$ cat config.mk
export PLATFORM = sky130hd
export DESIGN_NAME = can_accept_filter
export DESIGN_NICKNAME = d
export VERILOG_FILES = /design/src/rtl/canflt_pkg.sv /design/src/rtl/canflt_cmp.sv /design/src/rtl/canflt_single.sv /design/src/rtl/canflt_dual.sv /design/src/rtl/can_accept_filter.sv
export SDC_FILE = /design/constraint.sdc
export NUM_CORES = 1
export LEC_CHECK = 0
export BUFFER_PORTS_ARGS = -buffer_cell sky130_fd_sc_hd__buf_2
export CORE_AREA = 2 2 109 111
export DETAILED_ROUTE_END_ITERATION = 7
export DIE_AREA = 0 0 111 113
export HOLD_SLACK_MARGIN = 0.03
export PLACE_DENSITY = 0.84
export SLEW_MARGIN = 20
export SYNTH_ARGS = -nofsm -noshare
export SYNTH_HDL_FRONTEND = slang
export SYNTH_SLANG_ARGS = --single-unit
$ cat constraint.sdc
create_clock -name clk -period 1.92 [get_ports clk]
set_clock_uncertainty 0.2 [all_clocks]
set_input_delay 0.48 -clock clk [delete_from_list [all_inputs] [get_ports clk]]
set_output_delay 0.48 -clock clk [all_outputs]
set_load 0.05 [all_outputs]
$ cat src/rtl/canflt_pkg.sv
package canflt_pkg;
    localparam int EXT_ID_W  = 29;
    localparam int STD_ID_W  = 11;
    localparam int LANE_W    = 8;
    localparam int LANES     = 4;
    localparam int CFG_W     = LANE_W * LANES;
    localparam int DLC_W     = 4;
    localparam int DUAL_ID_W = 16;

    typedef enum logic [1:0] {
        ST_IDLE = 2'd0,
        ST_EVAL = 2'd1,
        ST_DONE = 2'd2
    } flt_state_e;

    typedef struct packed {
        logic [EXT_ID_W-1:0] id;
        logic                ext;
        logic                rtr;
        logic [DLC_W-1:0]    dlc;
        logic [LANE_W-1:0]   d0;
        logic [LANE_W-1:0]   d1;
    } flt_frame_t;

    typedef struct packed {
        logic             enh;
        logic             single;
        logic [CFG_W-1:0] code;
        logic [CFG_W-1:0] mask;
    } flt_cfg_t;
endpackage

$ cat src/rtl/canflt_cmp.sv
module canflt_cmp #(
    parameter int W = 8
) (
    input  logic [W-1:0] a,
    input  logic [W-1:0] b,
    input  logic [W-1:0] m,
    output logic         eq
);
    // a set mask bit removes that position from the comparison
    assign eq = ~|((a ^ b) & ~m);
endmodule

$ cat src/rtl/canflt_single.sv
module canflt_single
    import canflt_pkg::*;
(
    input  logic [EXT_ID_W-1:0] id,
    input  logic                ext,
    input  logic                rtr,
    input  logic [DLC_W-1:0]    dlc,
    input  logic [LANE_W-1:0]   d0,
    input  logic [LANE_W-1:0]   d1,
    input  logic [CFG_W-1:0]    code,
    input  logic [CFG_W-1:0]    mask,
    output logic                hit
);
    logic [CFG_W-1:0] cw, mw;
    logic ext_eq, std_eq, d0_eq, d1_eq, data_ok;

    // lane 0 leads: build a big-endian pattern word
    genvar k;
    generate
        for (k = 0; k < LANES; k++) begin : g_lane
            assign cw[CFG_W-1-k*LANE_W -: LANE_W] = code[k*LANE_W +: LANE_W];
            assign mw[CFG_W-1-k*LANE_W -: LANE_W] = mask[k*LANE_W +: LANE_W];
        end
    endgenerate

    // lane 3 bits 1..0 carry no field: they are compared with themselves
    canflt_cmp #(.W(CFG_W)) u_ext (
        .a({id, rtr, cw[1:0]}), .b(cw), .m(mw), .eq(ext_eq));

    canflt_cmp #(.W(STD_ID_W+1)) u_std (
        .a({id[STD_ID_W-1:0], rtr}),
        .b(cw[CFG_W-1 -: STD_ID_W+1]),
        .m(mw[CFG_W-1 -: STD_ID_W+1]),
        .eq(std_eq));

    canflt_cmp #(.W(LANE_W)) u_d0 (
        .a(d0), .b(code[2*LANE_W +: LANE_W]), .m(mask[2*LANE_W +: LANE_W]), .eq(d0_eq));
    canflt_cmp #(.W(LANE_W)) u_d1 (
        .a(d1), .b(code[3*LANE_W +: LANE_W]), .m(mask[3*LANE_W +: LANE_W]), .eq(d1_eq));

    always_comb begin
        if (rtr || dlc == '0)
            data_ok = 1'b1;
        else if (dlc == DLC_W'(1))
            data_ok = d0_eq;
        else
            data_ok = d0_eq && d1_eq;
        hit = ext ? ext_eq : (std_eq && data_ok);
    end
endmodule

$ cat src/rtl/canflt_dual.sv
module canflt_dual
    import canflt_pkg::*;
(
    input  logic [DUAL_ID_W-1:0] id_hi,
    input  logic [STD_ID_W-1:0]  id_lo,
    input  logic                 ext,
    input  logic                 rtr,
    input  logic [LANE_W-1:0]    d0,
    input  logic [CFG_W-1:0]     code,
    input  logic [CFG_W-1:0]     mask,
    output logic                 hit
);
    localparam int HALF = 2 * LANE_W;
    localparam int NIB  = LANE_W / 2;

    logic [1:0] ext_hit, std_hit;
    logic       dq_eq;

    // filter f uses lanes 2f and 2f+1, lower lane number as high byte
    genvar f;
    generate
        for (f = 0; f < 2; f++) begin : g_filt
            logic [HALF-1:0] pc, pm;
            assign pc = {code[2*f*LANE_W +: LANE_W], code[(2*f+1)*LANE_W +: LANE_W]};
            assign pm = {mask[2*f*LANE_W +: LANE_W], mask[(2*f+1)*LANE_W +: LANE_W]};
            canflt_cmp #(.W(HALF)) u_e (
                .a(id_hi), .b(pc), .m(pm), .eq(ext_hit[f]));
            canflt_cmp #(.W(STD_ID_W+1)) u_s (
                .a({id_lo, rtr}), .b(pc[HALF-1 -: STD_ID_W+1]),
                .m(pm[HALF-1 -: STD_ID_W+1]), .eq(std_hit[f]));
        end
    endgenerate

    canflt_cmp #(.W(LANE_W)) u_dq (
        .a(d0),
        .b({code[LANE_W +: NIB], code[3*LANE_W +: NIB]}),
        .m({mask[LANE_W +: NIB], mask[3*LANE_W +: NIB]}),
        .eq(dq_eq));

    always_comb begin
        if (ext)
            hit = |ext_hit;
        else
            hit = (std_hit[0] && dq_eq) || std_hit[1];
    end
endmodule

$ cat src/rtl/can_accept_filter.sv
module can_accept_filter
    import canflt_pkg::*;
(
    input  logic                clk,
    input  logic                rst,
    input  logic                start,
    input  logic                enh_en,
    input  logic                single_mode,
    input  logic [CFG_W-1:0]    acc_code,
    input  logic [CFG_W-1:0]    acc_mask,
    input  logic [EXT_ID_W-1:0] frm_id,
    input  logic                frm_ext,
    input  logic                frm_rtr,
    input  logic [DLC_W-1:0]    frm_dlc,
    input  logic [LANE_W-1:0]   frm_data0,
    input  logic [LANE_W-1:0]   frm_data1,
    output logic                done,
    output logic                accept
);
    flt_state_e state_q, state_d;
    flt_frame_t frm_q;
    flt_cfg_t   cfg_q;
    logic       launch, single_hit, dual_hit, verdict;
    logic       done_q, accept_q;

    assign launch = start && (state_q != ST_EVAL);

    // next-state logic
    always_comb begin
        state_d = state_q;
        unique case (state_q)
            ST_IDLE: if (start) state_d = ST_EVAL;
            ST_EVAL: state_d = ST_DONE;
            ST_DONE: state_d = start ? ST_EVAL : ST_IDLE;
            default: state_d = ST_IDLE;
        endcase
    end

    // state register
    always_ff @(posedge clk) begin
        if (rst) state_q <= ST_IDLE;
        else     state_q <= state_d;
    end

    // capture at an accepted strobe only
    always_ff @(posedge clk) begin
        if (rst) begin
            frm_q <= '0;
            cfg_q <= '0;
        end else if (launch) begin
            frm_q <= '{id: frm_id, ext: frm_ext, rtr: frm_rtr, dlc: frm_dlc,
                       d0: frm_data0, d1: frm_data1};
            cfg_q <= '{enh: enh_en, single: single_mode, code: acc_code, mask: acc_mask};
        end
    end

    canflt_single u_single (
        .id(frm_q.id), .ext(frm_q.ext), .rtr(frm_q.rtr), .dlc(frm_q.dlc),
        .d0(frm_q.d0), .d1(frm_q.d1), .code(cfg_q.code), .mask(cfg_q.mask),
        .hit(single_hit));

    canflt_dual u_dual (
        .id_hi(frm_q.id[EXT_ID_W-1 -: DUAL_ID_W]), .id_lo(frm_q.id[STD_ID_W-1:0]),
        .ext(frm_q.ext), .rtr(frm_q.rtr), .d0(frm_q.d0),
        .code(cfg_q.code), .mask(cfg_q.mask), .hit(dual_hit));

    assign verdict = !cfg_q.enh || (cfg_q.single ? single_hit : dual_hit);

    // outputs
    always_ff @(posedge clk) begin
        if (rst) begin
            done_q   <= 1'b0;
            accept_q <= 1'b0;
        end else begin
            done_q <= (state_q == ST_EVAL);
            if (state_q == ST_EVAL) accept_q <= verdict;
        end
    end

    assign done   = done_q;
    assign accept = accept_q;

    a_r8_latency: assert property (@(posedge clk) disable iff (rst)
        done_q |-> $past(launch, 2));
    a_r8_no_early: assert property (@(posedge clk) disable iff (rst)
        launch |=> !done_q);
    a_r8_one_cycle: assert property (@(posedge clk) disable iff (rst)
        done_q |=> !done_q);
    a_r2_enh_off: assert property (@(posedge clk) disable iff (rst)
        (done_q && !cfg_q.enh) |-> accept_q);
    a_r10_reset: assert property (@(posedge clk)
        rst |=> (!done_q && !accept_q && state_q == ST_IDLE));
endmodule

==> results_dict.tcl, run 1 <==
set metrics [dict create \
    core_area_um2 11300 \
    power.leakage_uw 0.00292 \
    clkLatencyLatePin_ns 0.42 \
    die-area_um2 12500 \
    ys_types 24 \
    min_path_type "in -> reg" \
    post_dp_cell_area_um2 6590 \
    wl_met1_mm 7.85 \
    fin_cells 1011 \
    numPortBuffers 121 \
    design_area_um2 7440 \
    grt_pass1_vias 5229 \
    ys_warn_count 0 \
    synth-seq-cells 121 \
    grt_start_max_net_pins 56 \
    crit_type "reg -> reg" \
    fmax_ghz 0.540 \
    die_w_um 111 \
    dpl.cell_count 978 \
    globalplace.congestion 1.02 \
    start_kind "register" \
    ir_drop_v 0.000841 \
    post-route-min-period_ns 1.85 \
    num_vias 5494 \
    routed_wl_mm 18.2 \
    vias_per_cell 5.43 \
    drv_slew 0 \
    antenna_found_initial 0 \
    grt_pass1_wl_mm 28.1 \
    cap_violations 0 \
    postCtsHoldBufs 0 \
    netlist_area_um2 5450 \
    required_ns 2.05 \
    worst_r2r_path_depth 6 \
    post-place-ws_ns 0.0141 \
    syn_inst 707 \
    post-route-period-util_pct 96.5 \
    cts_made_buffers 17 \
    drtPass1Iterations 8 \
    diodes 0 \
    grt_overflow 0 \
    synth_fp_nets 827 \
    clock_path_buffers 2 \
    tritoncts "done" \
    cp.arrival_ns 1.98 \
    final_common_cell "nand2_1" \
    tightest_slew_ns 0.709 \
    critPathCaptureType "register" \
    hold_depth 3 \
    final_nets 975 \
    syn_to_final_growth_pct 36.6 \
    top_layer "met4" \
    drive_gt1_share_pct 31.3 \
    drc_errors 0 \
    cts_sinks 121 \
    grt_usage_pct 29.4 \
    hold_violations 0 \
    power.density_nw_per_um2 997 \
    yosysSeqAreaShare_pct 44.5 \
    drt-initial-drc-count 537 \
    wl_met2_mm 8.17 \
    crit_fanout 3 \
    start_util_pct 48.3 \
    wl_per_cell_um 18.0 \
    status "finished, final reports clean" \
    slew_headroom_pct 52.3 \
    cts_root_buffer "clkbuf_16" \
    hpwl_mm 13.4 \
    placementRows 39 \
    setup_viol 0 \
    dr_wl_met3_mm 1.55 \
    clk_pin_slew_ns 0.06 \
    ant_nets 0 \
    ios 122 \
    dieHeight_um 113 \
    syn-mean-instance-area_um2 7.71 \
    setup_slack_ns 0.0674 \
    final_cell_mix "nand2_1, buf_2, a21oi_1" \
    h-tree-depth 4 \
]
[where the power goes]
part           switching (µW)  leakage [µW]  internal, µW
Combinational             570       0.00161           570
Clock                    1170      0.000299          2240
Sequential                202       0.00101          2670
Total                    1940       0.00292          5480
[layer usage]
layer | vias to the layer above | GRT usage (%)
met4 | 0 | 13.3
li1 | 2643 | -
met2 | 286 | 46.3
met1 | 2527 | 38.7
met3 | 38 | 7.02
met5 | - | 0
[worst max-delay path, stage by stage, from the launching register on]
cell	delay [ns]
dfxtp_4	0.36
xnor2_2	0.15
o22ai_1	0.10
or4_4	0.55
o21ai_2	0.12
a21oi_1	0.06
nor4_2	0.23
[metrics by stage]
step / setup TNS, ns / util, % / hold slack [ns] / total power (µW)
floorplan: 0 / - / 0.214 / 3480
global placement: 0 / 58.5 / 0.231 / 3940
detailed placement: 0 / 58.5 / 0.250 / 3950
CTS: 0 / 64.2 / 0.0878 / 7330
global route: -0.0216 / 66.0 / 0.0832 / 7670
finish: 0 / 66.0 / 0.0893 / 7420
[synth_stat cells, drive strengths merged]
cell type,instances,area [µm²]
o2111ai,1,8.76
nor2b,1,6.26
nand2b,1,6.26
nand2,241,905
a211oi,1,7.51
nor3,1,5.00
o21ai,2,10.0
a21oi,119,596
nor4,14,93.8
nor2,9,33.8
buf,7,45.0
inv,1,3.75
dfxtp,121,2420
and2,1,6.26
o22ai,45,282
or4,1,7.51
clkbuf,46,173
nor3b,1,7.51
xnor2,94,831
[flip-flops by register name (all words and copies together), names as in the netlist]
register  count
accept        1
frm_q        51
state_q       2
done          1
cfg_q        66
[logic make-up after synthesis]
family	share of synthesized area, %
compound gates	16.6
buf+inv	4.06
simple gates	19.7
flops	44.5
xor+xnor	15.2
[repair_timing]
action,CTS,global route
setup endpoints to repair,1,1
buffers inserted,0,1
pin swaps,1,17
resized for setup,6,53
[layout make-up]
cell class                      count  area (µm²)
Inverter                            1        3.75
Timing Repair Buffer              182        1180
Clock buffer                       21         460
Tap cell                          143         179
Sequential cell                   121        2470
Fill cell                         912        3830
Multi-Input combinational cell    532        2980
Clock inverter                     11         170
[final timing paths]
check             startpoint   endpoint  slack (ns)
setup / recovery   cfg_q[41]     accept        0.07
hold / removal     frm_id[0]  frm_q[22]        0.09
setup reg to reg   cfg_q[41]     accept        0.07
hold reg to reg    frm_q[16]  frm_q[16]        0.26
(Power assumes the default switching activity.)
==> run 2: changes to the inputs <==
--- a/config.mk
+++ b/config.mk
@@ -5,10 +5,11 @@
 export SDC_FILE = /design/constraint.sdc
 export NUM_CORES = 1
 export LEC_CHECK = 0
+export ABC_AREA = 1
 export BUFFER_PORTS_ARGS = -buffer_cell sky130_fd_sc_hd__buf_2
-export CORE_AREA = 2 2 109 111
+export CORE_AREA = 2 2 115 117
 export DETAILED_ROUTE_END_ITERATION = 7
-export DIE_AREA = 0 0 111 113
+export DIE_AREA = 0 0 117 119
 export HOLD_SLACK_MARGIN = 0.03
 export PLACE_DENSITY = 0.84
 export SLEW_MARGIN = 20
==> run 2 against run 1 <==
Against the previous run:
- clock power grew 1%
- maximum frequency grew 6.4%
- via count grew 13%
- hold slack gained 0.021 ns
- combinational power grew 9%
- count of clock-buffer cells in the layout is the same
- non-clock buffer count shrank 46
- synthesized cell count grew 32%
- cell area grew 3.0%
- sequential share of layout area shrank 1.6 points
- sequential cell count is the same
- largest cell class unchanged
==> results_dict.tcl, run 2 <==
set metrics [dict create \
    crit_fanout 2 \
    combPwrFrac_pct 16.4 \
    postCtsHoldBufs 0 \
    rrSetupSlack_ns 0.20 \
    hpwl_mm 12.4 \
    slowest_stage "dfxtp_1" \
    design_area_um2 7670 \
    ys_types 20 \
    top_register "cfg_q" \
    drc_errors 0 \
    async_reset_ff_share_pct 0 \
    numPortBuffers 121 \
    die_w_um 117 \
    cts_made_buffers 17 \
    drive_gt1_share_pct 18.9 \
    vias_per_cell 5.02 \
    synth_fp_nets 1054 \
    antenna_found_initial 0 \
    start_kind "register" \
    worst_r2r_path_depth 15 \
    synth-seq-cells 121 \
    grt_usage_pct 25.5 \
    final_common_cell "nand2_1" \
    cts_sinks 121 \
    min_path_type "in -> reg" \
    cap_violations 0 \
    ys_dominant_reg_cell "dfxtp_1" \
    ir_drop_v 0.000543 \
    yosysSeqAreaShare_pct 39.1 \
    largest_register_ffs 66 \
    routed_wl_mm 16.9 \
    cp.arrival_ns 1.06 \
    netlist_area_um2 6190 \
    rsz0062_at_grt "false" \
    clk_pin_slew_ns 0.06 \
    synth_top_area_cell "dfxtp_1" \
    hold_end "frm_q[19]" \
    cp_slowest_stage_delay_ns 0.36 \
    die-area_um2 13900 \
    grt_start_max_net_pins 42 \
    post-route-min-period_ns 1.74 \
    fmax_ghz 0.575 \
    clock_power_share_pct 45.5 \
    syn_inst 934 \
    clkLatencyLatePin_ns 0.42 \
    drt-initial-drc-count 512 \
    power.switching_fraction_pct 27.4 \
    placementRows 42 \
    syn-mean-instance-area_um2 6.63 \
    critPathCaptureType "output pin" \
    status "finished, final reports clean" \
    ant_nets 0 \
    power.density_nw_per_um2 988 \
    ys_top_cells_by_area "dfxtp_1, nand2_1, nor2_1, a211oi_1, inv_1" \
    grt_overflow 0 \
    worstHoldStart "frm_dlc[3]" \
    syn_to_final_growth_pct 23.8 \
    h-tree-depth 4 \
    clock_path_buffers 2 \
    setup_viol 0 \
    grt_pass1_wl_mm 27.8 \
    dieHeight_um 119 \
    ios 122 \
    post_dp_cell_area_um2 7020 \
    drtPass1Iterations 5 \
    net-switching-power_uw 2080 \
    synth-edff-count 0 \
    wl_per_cell_um 13.7 \
    final_nets 1171 \
    crit_type "reg -> out" \
    diodes 0 \
    grt_pass1_vias 5871 \
    fin_cells 1240 \
    dpl.cell_count 1208 \
    hold_violations 0 \
    final_cell_mix "nand2_1, nor2_1, dfxtp_1, buf_2, inv_1" \
    cp_top_family "flip-flops" \
    power.leakage_uw 0.00361 \
    post-route-period-util_pct 90.7 \
    core_area_um2 12900 \
    critical_path_buf_inv_count 1 \
    crit_chain "buf_2" \
    yosysMostFrequentCell "nand2_1" \
    top_regs "cfg_q (66), frm_q (51), state_q (2)" \
    ys_warn_count 0 \
    tns_ns 0 \
    tightest_slew_ns 0.450 \
    p_int_uw 5500 \
    ys_top_cells_by_count "nand2_1, nor2_1, dfxtp_1" \
    reg2reg_from "cfg_q[62]" \
    start_util_pct 48.1 \
    cts_root_buffer "clkbuf_16" \
    drv_slew 0 \
    required_ns 1.24 \
    r2r_end "accept" \
    netlist.area_leader.share_pct 39.1 \
    globalplace.congestion 0.892 \
    power_frac_seq_pct 38.1 \
    slew_headroom_pct 70.0 \
    tritoncts "done" \
    p_total_uw 7580 \
    num_vias 6222 \
    hold_depth 3 \
]
==> run 2: changes by cell type after synthesis, moves of 10 or more <==
cell and change:
nand3_1 +60, nor4_1 -13, inv_1 +117, o22ai_1 -45
nand2_1 +10, a211oi_1 +76, xnor2_1 -93, a211oi_2 +27
a21oi_1 -97, nor2_1 +192, clkbuf_1 -35, buf_2 +13
==> run 2: power by group through the flow <==
stage,Sequential (µW),Combinational [µW],Clock (µW)
floorplan,2890,846,0
global placement,2920,1200,0
detailed placement,2930,1220,0
CTS,2880,1230,3480
global route,2910,1400,3600
finish,2890,1240,3450
==> run 2: routing by layer <==
metal	share of wire (%)	up-vias	global-route usage (%)
met4	2.2	0	8.75
met1	45	2759	33.2
li1	-	3220	-
met5	0	-	0
met3	6.4	26	5.95
met2	47	217	41.3
==> run 2: how the worst max path moves through the flow <==
stage               cells past startpoint         to  startpoint  slack (ns)
finish                                  1     accept      accept        0.18
global route                           15     accept   cfg_q[59]        0.02
CTS                                     1     accept      accept        0.16
detailed placement                      7  cfg_q[20]       start        0.17
global placement                        7  frm_q[29]       start        0.19
floorplan                               7  cfg_q[32]       start        0.40
==> run 2: layout make-up <==
cell class,count,area (µm²)
Fill cell,1184,5210
Multi-Input combinational cell,655,3130
Sequential cell,121,2420
Timing Repair Buffer,136,796
Clock buffer,21,480
Inverter,120,455
Tap cell,176,220
Clock inverter,11,168
==> run 2: logic make-up (layout without fill, tap and decap cells) <==
group,count (synthesis),count (layout),synth area share (%)
buffers and inverters,158,288,10.4
flip-flops,121,121,39.1
AO/OA/AOI/OAI,134,134,17.2
AND/OR/NAND/NOR,521,521,33.2
==> run 2: stage by stage <==
step	worst slack [ns]	util, %	hold WS, ns
finish	0.179	59.6	0.111
global route	0.0153	59.6	0.111
CTS	0.156	59.6	0.0989
detailed placement	0.170	54.5	0.221
global placement	0.185	54.5	0.213
floorplan	0.396	-	0.201
==> run 2: timing repair <==
item / CTS / global route
endpoints found under the setup margin: 0 / 1
gates resized for setup: 0 / 1
setup buffers: 0 / 0
